**config.mk**
```make
export PLATFORM = sky130hd
export DESIGN_NAME = fpsw_accum
export DESIGN_NICKNAME = d
export VERILOG_FILES = /design/src/rtl/fpsw_pkg.sv /design/src/rtl/fpsw_decode.sv /design/src/rtl/fpsw_trap.sv /design/src/rtl/fpsw_reg.sv /design/src/rtl/fpsw_accum.sv
export SDC_FILE = /design/constraint.sdc
export NUM_CORES = 1
export LEC_CHECK = 0
export ABC_AREA = 1
export BUFFER_PORTS_ARGS = -buffer_cell sky130_fd_sc_hd__buf_2
export CAP_MARGIN = 10
export CELL_PAD_IN_SITES_DETAIL_PLACEMENT = 1
export CELL_PAD_IN_SITES_GLOBAL_PLACEMENT = 1
export CORE_ASPECT_RATIO = 0.7
export CORE_UTILIZATION = 27
export CTS_BUF_LIST = sky130_fd_sc_hd__clkbuf_8
export DETAILED_ROUTE_END_ITERATION = 12
export PLACE_DENSITY = 0.76
export SLEW_MARGIN = 5
export SYNTH_ARGS = -nofsm -noshare
export SYNTH_HDL_FRONTEND = slang
export SYNTH_HIERARCHICAL = 1
export SYNTH_SLANG_ARGS = --single-unit
```
**constraint.sdc**
```tcl
create_clock -name clk -period 0.8 [get_ports clk]
set_input_delay 0.16 -clock clk [delete_from_list [all_inputs] [get_ports clk]]
set_output_delay 0.16 -clock clk [all_outputs]
set_load 0.1 [all_outputs]
```
**src/rtl/fpsw_pkg.sv**
```systemverilog
package fpsw_pkg;

    localparam int WORD_W    = 32;
    localparam int EXC_N     = 5;
    localparam int ENA_LSB   = 0;
    localparam int FLG_LSB   = 27;
    localparam int RM_LSB    = 9;
    localparam int RM_W      = 2;
    localparam int FLUSH_POS = 5;

    typedef enum logic [RM_W-1:0] {
        RND_NEAREST_EVEN = 2'd0,
        RND_TOWARD_ZERO  = 2'd1,
        RND_TOWARD_POS   = 2'd2,
        RND_TOWARD_NEG   = 2'd3
    } rnd_mode_e;

    // bit 0 inexact ... bit 4 invalid
    typedef struct packed {
        logic invalid;
        logic divzero;
        logic overflow;
        logic underflow;
        logic inexact;
    } exc_vec_t;

    function automatic rnd_mode_e decode_rm(input logic [RM_W-1:0] fld);
        rnd_mode_e m;
        case (fld)
            2'd1:    m = RND_TOWARD_ZERO;
            2'd2:    m = RND_TOWARD_POS;
            2'd3:    m = RND_TOWARD_NEG;
            default: m = RND_NEAREST_EVEN;
        endcase
        return m;
    endfunction

    function automatic logic any_exc(input exc_vec_t e);
        return |e;
    endfunction

endpackage

```
**src/rtl/fpsw_decode.sv**
```systemverilog
module fpsw_decode
    import fpsw_pkg::*;
(
    input  logic [RM_W-1:0] rm_field,
    input  logic            flush_bit,
    output rnd_mode_e       rm,
    output logic            flush_in,
    output logic            flush_out
);
    always_comb begin
        rm        = decode_rm(rm_field);
        flush_in  = flush_bit;
        flush_out = flush_bit;
    end
endmodule

```
**src/rtl/fpsw_trap.sv**
```systemverilog
module fpsw_trap
    import fpsw_pkg::*;
(
    input  logic     clk,
    input  logic     rst,
    input  logic     op_valid,
    input  exc_vec_t exc,
    input  exc_vec_t enables,
    output logic     trap
);
    exc_vec_t hit;

    always_comb begin
        hit  = exc & enables;
        trap = op_valid && any_exc(hit);
    end

    AST_TRAP_ONLY_WITH_STROBE: assert property (@(posedge clk) disable iff (rst)
        trap |-> op_valid);
endmodule

```
**src/rtl/fpsw_reg.sv**
```systemverilog
module fpsw_reg
    import fpsw_pkg::*;
(
    input  logic              clk,
    input  logic              rst,
    input  logic              we,
    input  logic [WORD_W-1:0] wdata,
    input  logic              op_valid,
    input  exc_vec_t          exc,
    output logic [WORD_W-1:0] word
);
    localparam int FLG_MSB = FLG_LSB + EXC_N - 1;

    logic [EXC_N-1:0]  exc_bits;
    logic [EXC_N-1:0]  flag_next;
    logic [WORD_W-1:0] op_word;
    logic              past_ok;

    assign exc_bits = exc;

    genvar k;
    generate
        for (k = 0; k < EXC_N; k++) begin : g_flag
            assign flag_next[k] = word[FLG_LSB+k] | (op_valid & exc_bits[k]);
        end
    endgenerate

    always_comb begin
        op_word                  = word;
        op_word[FLG_MSB:FLG_LSB] = flag_next;
    end

    always_ff @(posedge clk) begin
        if (rst) begin
            word    <= '0;
            past_ok <= 1'b0;
        end else begin
            past_ok <= 1'b1;
            if (we)
                word <= wdata;
            else if (op_valid && any_exc(exc))
                word <= op_word;
        end
    end

    AST_WRITE_LOADS: assert property (@(posedge clk) disable iff (rst)
        past_ok && $past(we) |-> word == $past(wdata));
    AST_FLAGS_STICKY: assert property (@(posedge clk) disable iff (rst)
        past_ok && !$past(we) |->
            (word[FLG_MSB:FLG_LSB] & $past(word[FLG_MSB:FLG_LSB])) == $past(word[FLG_MSB:FLG_LSB]));
    AST_OP_TOUCHES_FLAGS_ONLY: assert property (@(posedge clk) disable iff (rst)
        past_ok && !$past(we) |-> word[FLG_LSB-1:0] == $past(word[FLG_LSB-1:0]));
    AST_FLAGS_SET: assert property (@(posedge clk) disable iff (rst)
        past_ok && !$past(we) && $past(op_valid) |->
            (word[FLG_MSB:FLG_LSB] & $past(exc_bits)) == $past(exc_bits));
    AST_QUIET_HOLD: assert property (@(posedge clk) disable iff (rst)
        past_ok && !$past(we) && !($past(op_valid) && ($past(exc_bits) != '0)) |-> $stable(word));
endmodule

```
**src/rtl/fpsw_accum.sv**
```systemverilog
module fpsw_accum
    import fpsw_pkg::*;
(
    input  logic        clk,
    input  logic        rst,
    input  logic        sw_we,
    input  logic [31:0] sw_wdata,
    input  logic        op_valid,
    input  logic [4:0]  op_exc,
    output logic [31:0] status_word,
    output logic [1:0]  round_mode,
    output logic        flush_denorm_in,
    output logic        flush_denorm_out,
    output logic        trap_req
);
    logic [WORD_W-1:0] word;
    exc_vec_t          exc;
    exc_vec_t          enables;
    rnd_mode_e         rm;

    assign exc     = exc_vec_t'(op_exc);
    assign enables = exc_vec_t'(word[ENA_LSB +: EXC_N]);

    fpsw_reg u_reg (
        .clk      (clk),
        .rst      (rst),
        .we       (sw_we),
        .wdata    (sw_wdata),
        .op_valid (op_valid),
        .exc      (exc),
        .word     (word)
    );

    fpsw_decode u_dec (
        .rm_field  (word[RM_LSB +: RM_W]),
        .flush_bit (word[FLUSH_POS]),
        .rm        (rm),
        .flush_in  (flush_denorm_in),
        .flush_out (flush_denorm_out)
    );

    fpsw_trap u_trap (
        .clk      (clk),
        .rst      (rst),
        .op_valid (op_valid),
        .exc      (exc),
        .enables  (enables),
        .trap     (trap_req)
    );

    assign status_word = word;
    assign round_mode  = rm;
endmodule

```
==> results.toml, run 1 <==
[clock_network]
clock_sink_count = 32
clock-root-buffer = "clkbuf_8"
ctsHtreeMaxLevel = 2
clk_pin_slew_worst_paths_ns = 0.07
clk_latency_ns = 0.28
clockBufferDepth = 2
numCtsBuffers = 5
cts_hold_buf = 0
cts_tree = "done"

[placed_design]
dp_hpwl_mm = 3.282
place_area_um2 = 2475
port_buffers = 77
place.gp.congestion = 0.6781
pre_cts_ws_ns = -0.2105

[status]
status = "finished with violations"
violations = "negative setup slack"

[sta]
hold_viol = 0
min_period_over_period_pct = 156.8
fin_setup_tns_ns = -7.371
period_needed_ns = 1.255
final-setup-viol-count = 37
skew_ns = 0
timing.hold.ws_ns = 0.09389
postLayoutSetupSlackWorst_ns = -0.4547
worst_pin_slew_ns = 0.1814
max_freq_mhz = 797.0
max_slew_margin_pct = 87.78
rsz0062_at_grt = "yes"
slew_viol_final = 0

[drt]
via_per_inst = 4.373
drt_iter0_drc = 20
post_drt_wl_per_cell_um = 13.26
vias = 1395
wl_mm = 4.230
ant_nets = 0
post-route-drc-count = 0
dr.pass1.iters = 3

[logic_synthesis]
avgSynthCellArea_um2 = 7.409
synth_nets = 219
ys_ff_latch = 32
yosysTopAreaCell = "dfxtp_1"
netlist.area_leader.share_pct = 48.58
synth_area_um2 = 1319
yosysWarnings = 6
yosysUniqueCellTypes = 18
seq_area_frac_synth_pct = 48.58
synth_cells = 178
synth_area_leaders = "dfxtp_1, nor2_1, o21ai_0, nand2_1, inv_1"

[pwr]
netSwitchingFraction_pct = 39.77
pwr-share-comb_pct = 40.4
share_seq_of_total_power_pct = 36.4
cellPowerDensity_nw_per_um2 = 1920
power.leakage_nw = 1.223
clock_power_share_pct = 23.2
p_switching_w = 0.001974
p_int_w = 0.002991
ir_drop_mv = 1.099

[floorplanning]
num_rows = 20
core-area_um2 = 4504
die_area_um2 = 5172
die_y_um = 60.47
die_x_um = 85.53
io_pins = 78
start_util_pct = 29.28

[grt]
gr-total-overflow = 0
grt_start_max_net_pins = 33
antenna_found_initial = 0
grt_pass1_vias = 1542
grt_usage_pct = 18.08
grt_pass1_wl_mm = 7.017

[cells_and_area]
drive_gt1_share_pct = 55.30
layout_commonest_cell = "nor2_1"
diodes = 0
postLayoutCellArea_um2 = 2586
regArea_um2 = 760.7
fill_cells = 532
multi_input_area_um2 = 541.8
final_nets = 304
biggestRegsByFlops = "u_reg/word (32)"
largest_reg_flops = 32
post-route-util_pct = 57.42
final_cell_mix = "nor2_1, buf_2, buf_12, dfxtp_4"
area_growth_pct = 96.11
largest_register = "u_reg/word"

[worst_setup_path]
worstPathMaxFanout = 2
cp_data_arrival_time_ns = 1.09
worstSetupEndpointType = "output pin"
cp.required_ns = 0.64
rrSetupSlack_ns = 0.03
critPathLaunchType = "flop"
crit_type = "flop to output pin"

[flow_run]
cap_violations = 0

[hold_path]
worstHoldPathType = "input pin to flop"
critical path, stage by stage, from the launching register on:
cell     delay [ns]
dfxtp_4        0.35
nand2_2        0.06
nand2_2        0.07
nor2_4         0.13
nor2_4         0.04
buf_12         0.15
worst paths after layout:
path,end,from,cells past startpoint
worst min register to register,u_reg/word[25],u_reg/word[25],2
worst max-delay path,trap_req,u_reg/word[1],5
worst max register to register,u_reg/word[4],u_reg/word[4],3
worst min-delay path,u_reg/word[17],sw_wdata[17],3
cell type report:
class,count,share of cell area [%]
clock buffer,5,2.661
clock inverter,3,0.4354
inverter,13,2.177
multi-input combinational,120,20.95
sequential,32,29.41
tap,55,2.661
timing repair buffer,91,41.70
layer usage:
metal,share of wire (%),track usage [%]
met5,0,0
met4,1.0,5.714
met3,8.0,7.619
met2,50,34.17
met1,40,18.75
Yosys cell counts, drive strengths merged:
cell type	instances
buf	9
clkbuf	4
dfxtp	32
inv	13
nand2	26
nand3	1
nor2	66
o21ai	27
power by group through the flow:
stage	sequential [W]	combinational, W	clock (W)
2_1_floorplan	0.00261	0.000466	0
3_3_place_gp	0.00183	0.00197	0
3_5_place_dp	0.00184	0.00200	0
4_1_cts	0.00181	0.00202	0.00121
5_1_grt	0.00182	0.00209	0.00129
6_report	0.00181	0.00201	0.00115
kinds of logic after synthesis:
logic type	after synthesis	synth area share [%]
AND/OR/NAND/NOR	93	28.08
AO/OA/AOI/OAI	27	10.25
buffers and inverters	26	13.09
flip-flops	32	48.58
metrics by stage:
stage / power (W) / cells
5_1_grt: 0.005208 / 319
2_1_floorplan: 0.003075 / 178
3_3_place_gp: 0.003799 / 311
6_report: 0.004965 / 319
3_5_place_dp: 0.003838 / 311
4_1_cts: 0.005040 / 319
timing repair:
item                       4_1_cts  5_1_grt
setup endpoints to repair       40       42
setup buffers                    1        3
resized for setup               10        7
cloned                           0        0
pin swaps                        5        3
Power figures use the tool's default switching activity.
==> run 2: changes to the inputs <==
==> constraint.sdc (replaced) <==
create_clock -name clk -period 0.8 [get_ports clk]
set_input_delay 0.16 -clock clk [delete_from_list [all_inputs] [get_ports clk]]
set_output_delay 0.16 -clock clk [all_outputs]
set_load 0.01 [all_outputs]
==> run 2 against run 1 <==
  * The run still ends with negative setup slack left
  * Non-clock buffer count rose by 4
  * Wire length is 0.33% higher
  * Via count increased by 1.7%
  * First-iteration DRC count is 15% higher
  * Worst setup slack improved by 0.050 ns
  * Final cell count up 1.3%
  * Sequential share of layout area is 1.5 points higher
  * Design area decreased by 15%
  * Count of clock-buffer cells in the layout rose by 1
  * Total power down 21%
==> results.toml, run 2 (synthesized netlist as in run 1, its figures left out) <==
[worst_setup_path]
crit_type = "flop to output pin"
r2r_cells = 4
regToRegEndpoint = "u_reg/word[4]"
rrSetupSlack_ns = -0.04
crit_top_cell = "nor2_2"
slowest_delay_ns = 0.34
worstSetupEndpointType = "output pin"
cp_cell_sequence = "nand2_2, nand3_2, nor2_2, nor2_2, buf_2"
critPathLaunchType = "flop"
crit_path_top_delay_cell = "dfxtp_2"
cp.required_ns = 0.64
worstSetupStartpoint = "u_reg/word[3]"
worstSetupEndpoint = "trap_req"
cp_data_arrival_time_ns = 1.05
worstPathMaxFanout = 2
r2r_start = "u_reg/word[4]"

[sta]
rsz0062_at_grt = "yes"
hold_viol = 0
postLayoutSetupSlackWorst_ns = -0.4051
skew_ns = 0
slew_viol_final = 0
max_freq_mhz = 829.8
worst_pin_slew_ns = 0.1935
final-setup-viol-count = 40
period_needed_ns = 1.205
min_period_over_period_pct = 150.6
timing.hold.ws_ns = 0.09929
max_slew_margin_pct = 86.97

[grt]
gr-total-overflow = 0
grt_pass1_wl_mm = 6.796
grt_usage_pct = 17.45
antenna_found_initial = 0
grt_start_max_net_pins = 28
grt_pass1_vias = 1461

[floorplanning]
die_y_um = 60.47
io_pins = 78
core-area_um2 = 4504
die_x_um = 85.53
die_area_um2 = 5172
start_util_pct = 29.28
num_rows = 20

[pwr]
ir_drop_mv = 0.9244
power.total_w = 0.003936
power.leakage_nw = 1.137
cellPowerDensity_nw_per_um2 = 1780

[cells_and_area]
post-route-util_pct = 49.08
postLayoutCellArea_um2 = 2211
final_nets = 308
largest_reg_flops = 32
largest_register = "u_reg/word"
diodes = 0
layout_commonest_cell = "nor2_1"
biggestRegsByFlops = "u_reg/word (32)"
final_cell_mix = "nor2_1, buf_6, buf_2, dfxtp_2"
drive_gt1_share_pct = 55.97
area_growth_pct = 67.65

[status]
violations = "negative setup slack"
status = "finished with violations"

[placed_design]
port_buffers = 77
place.gp.congestion = 0.7035
place_area_um2 = 1790
dp_hpwl_mm = 2.920

[drt]
vias = 1419
post-route-drc-count = 0
drt_iter0_drc = 23
post_drt_wl_per_cell_um = 13.14
dr.pass1.iters = 4
ant_nets = 0
wl_mm = 4.244
via_per_inst = 4.393

[clock_network]
clock_sink_count = 32
cts_tree = "done"
ctsHtreeMaxLevel = 2
numCtsBuffers = 5
clock-root-buffer = "clkbuf_8"
cts_hold_buf = 0
clk_pin_slew_worst_paths_ns = 0.07
clockBufferDepth = 2
clk_latency_ns = 0.28

[flow_run]
cap_violations = 0

[hold_path]
worstHoldPathType = "input pin to flop"
hold_depth = 3
==> run 2: cell types whose count changed in the layout (fill, tap and decap cells not counted), moves of 2 or more <==
cell / delta
o21ai_0: +3
nand2_2: -3
nor2_2: +2
buf_6: +40
o21ai_2: +2
o21ai_1: -5
nor2_4: -2
dfxtp_4: -31
dfxtp_2: +31
nand2_1: +3
buf_12: -38
==> run 2: worst min-delay path by stage <==
stage,from,end
floorplan,sw_wdata[1],u_reg/word[1]
global placement,sw_wdata[8],u_reg/word[8]
detailed placement,sw_wdata[11],u_reg/word[11]
CTS,sw_wdata[5],u_reg/word[5]
global route,sw_wdata[22],u_reg/word[22]
finish,sw_wdata[5],u_reg/word[5]
==> run 2: metrics by stage <==
stage	cells	setup slack [ns]	TNS, ns
floorplan	178	0.004821	0
global placement	312	-0.08616	-1.015
detailed placement	312	-0.08844	-1.519
CTS	321	-0.3998	-4.461
global route	323	-0.4842	-5.748
finish	323	-0.4051	-4.251
==> run 2: metal layers <==
metal  up-vias  wire [µm]  track usage, %  share of wire (%)
met2        49       2058           29.71                 48
met1       651       1846           20.82                 43
met5         -          0               0                  0
met4         0         22           5.000               0.52
li1        717          -               -                  -
met3         2        317           7.075                7.5
==> run 2: cell type report <==
cell class,instances,area (µm²)
flip-flops and latches,32,683.2
fillers,573,2293
well taps,55,68.82
clock buffers,6,82.58
repair buffers,95,780.7
clock inverters,2,7.507
inverters,13,56.30
multi-input cells,120,531.8
==> run 2: where the power goes <==
group	switching (W)	internal [W]
Clock	0.000599	0.000676
Sequential	0.0000864	0.00173
Combinational	0.000374	0.000471
==> run 2: repair_timing <==
| action | in CTS | in global routing |
|---|---|---|
| resized for setup | 71 | 11 |
| buffers inserted | 3 | 4 |
| setup endpoints to repair | 37 | 39 |
| pin swaps | 0 | 6 |
==> run 2: worst max-delay path: cells and delay by family, from the launching register on <==
| family | cells | cell delay (ns) |
|---|---|---|
| DFF | 1 | 0.34 |
| and+or+nand+nor | 4 | 0.29 |
| buffers and inverters | 1 | 0.13 |
==> run 3: changes to the inputs <==
- BUFFER_PORTS_ARGS: -buffer_cell sky130_fd_sc_hd__buf_2 -> -buffer_cell sky130_fd_sc_hd__buf_4
- SETUP_SLACK_MARGIN: default -> 0.3
==> run 3 against run 2 <==
  * The run still ends with negative setup slack left
  * Critical path depth stayed put
  * Global-route usage down 1.2 points
  * Count of clock-buffer cells in the layout is the same
  * Final cell count up 1.5%
  * Wire length up 0.73%
  * Worst setup slack better by 0.0034 ns
  * Register-to-register slack got worse by 0.10 ns
  * Design area increased by 13%
  * Critical endpoint unchanged
  * Largest cell class unchanged
==> results.toml, run 3 (synthesized netlist as in run 1, its figures left out) <==
[grt]
antenna_found_initial = 0
grt_pass1_wl_mm = 6.341
grt_usage_pct = 16.20
grt_pass1_vias = 1363
grt_start_max_net_pins = 30
gr-total-overflow = 0

[drt]
ant_nets = 0
wl_mm = 4.275
post-route-drc-count = 0
vias = 1441
via_per_inst = 4.393
post_drt_wl_per_cell_um = 13.03
dr.pass1.iters = 4
drt_iter0_drc = 28

[clock_network]
ctsHtreeMaxLevel = 2
clock_sink_count = 32
clk_latency_ns = 0.27
cts_tree = "done"
clockBufferDepth = 2
cts_hold_buf = 0
clock-root-buffer = "clkbuf_8"
numCtsBuffers = 5
clk_pin_slew_worst_paths_ns = 0.07

[floorplanning]
io_pins = 78
start_util_pct = 29.28
num_rows = 20
die_x_um = 85.53
die_area_um2 = 5172
core-area_um2 = 4504
die_y_um = 60.47

[worst_setup_path]
cp.required_ns = 0.64
worstSetupEndpointType = "output pin"
worstSetupStartpoint = "u_reg/word[3]"
crit_type = "flop to output pin"
critPathLaunchType = "flop"
r2r_start = "u_reg/word[4]"
worstPathMaxFanout = 2
cp_data_arrival_time_ns = 1.04
rrSetupSlack_ns = -0.14

[sta]
fin_setup_tns_ns = -4.302
final-setup-viol-count = 40
period_needed_ns = 1.202
skew_ns = 0
hold_viol = 0
worst_pin_slew_ns = 0.1963
slew_viol_final = 0
rsz0062_at_grt = "yes"
max_freq_mhz = 832.2
max_slew_margin_pct = 86.91
min_period_over_period_pct = 150.2
postLayoutSetupSlackWorst_ns = -0.4017

[hold_path]
worstHoldStart = "sw_wdata[22]"
worstHoldPathType = "input pin to flop"

[pwr]
p_switching_w = 0.001084
power.leakage_nw = 1.240
share_seq_of_total_power_pct = 44.5
clock_power_share_pct = 30.2
ir_drop_mv = 0.8227
pwr-share-comb_pct = 25.3
netSwitchingFraction_pct = 26.48
p_int_w = 0.003010
cellPowerDensity_nw_per_um2 = 1636

[cells_and_area]
layout_commonest_cell = "nor2_1"
final_nets = 313
biggestRegsByFlops = "u_reg/word (32)"
final_cell_mix = "nor2_1, buf_4, buf_6, dfxtp_2, o21ai_2"
area_growth_pct = 89.75
post-route-util_pct = 55.56
diodes = 0
largest_register = "u_reg/word"
largest_reg_flops = 32
drive_gt1_share_pct = 65.93

[placed_design]
place.gp.congestion = 0.7008
pre_cts_ws_ns = -0.1207
port_buffers = 77
dp_hpwl_mm = 2.756

[status]
violations = "negative setup slack"
status = "finished with violations"

[flow_run]
cap_violations = 0
run 3: cell count changes in the layout (fill, tap and decap cells not counted), moves of 2 or more:
| cell | change |
|---|---|
| buf_2 | -41 |
| buf_4 | +38 |
| o21ai_0 | -23 |
| o21ai_2 | +18 |
| buf_6 | +6 |
| nand2_1 | -4 |
| nand2_2 | +4 |
| o21ai_1 | +4 |
| buf_12 | +2 |
| dfxtp_2 | -2 |
| dfxtp_4 | +2 |
| nor2_1 | -2 |
run 3: worst max-delay path: stages, from the launching register on:
cell and delay, ns:
dfxtp_2 0.32, nand2_2 0.07, nand3_2 0.08, nor2_2 0.12, nor2_2 0.04, buf_4 0.13
run 3: final cells by class:
cell class | count | area [µm²]
inverter | 13 | 56.30
tap | 55 | 68.82
fill | 525 | 2002
clock buffer | 6 | 82.58
clock inverter | 2 | 7.507
timing repair buffer | 100 | 968.4
sequential | 32 | 688.2
multi-input combinational | 120 | 630.6
run 3: routing by layer:
metal	vias up	routed length, µm	global-route usage (%)	part of all wire (%)
met2	54	1951	26.06	46
met1	651	1956	20.58	46
met5	-	0	0	0
met4	0	10	3.571	0.23
li1	734	-	-	-
met3	2	357	6.939	8.4
run 3: worst paths after layout:
| kind | end | depth (start not counted) |
|---|---|---|
| max reg2reg | u_reg/word[4] | 5 |
| max | trap_req | 5 |
| min | u_reg/word[22] | 3 |
| min reg2reg | u_reg/word[14] | 2 |
run 3: power by group through the flow:
stage	sequential (W)	clock, W	combinational (W)
finish	0.00182	0.00124	0.00104
global route	0.00183	0.00140	0.00112
CTS	0.00181	0.00130	0.000924
detailed placement	0.00182	0	0.000794
global placement	0.00182	0	0.000779
floorplan	0.00188	0	0.000313
run 3: metrics by stage:
stage,hold WS [ns],area (µm²),total power (W),cells
after detailed placement,0.3881,2022,0.002618,308
after global placement,0.3808,2022,0.002601,308
after floorplan,0.2881,1394,0.002192,178
final,0.1065,2502,0.004094,328
after global routing,0.09994,2502,0.004356,328
after CTS,0.09585,2313,0.004038,319
run 3: timing repair:
action / in CTS / in global routing
gates resized for setup: 59 / 33
gates cloned: 0 / 0
pin swaps: 17 / 8
endpoints found under the setup margin: 69 / 69
setup buffers: 3 / 9
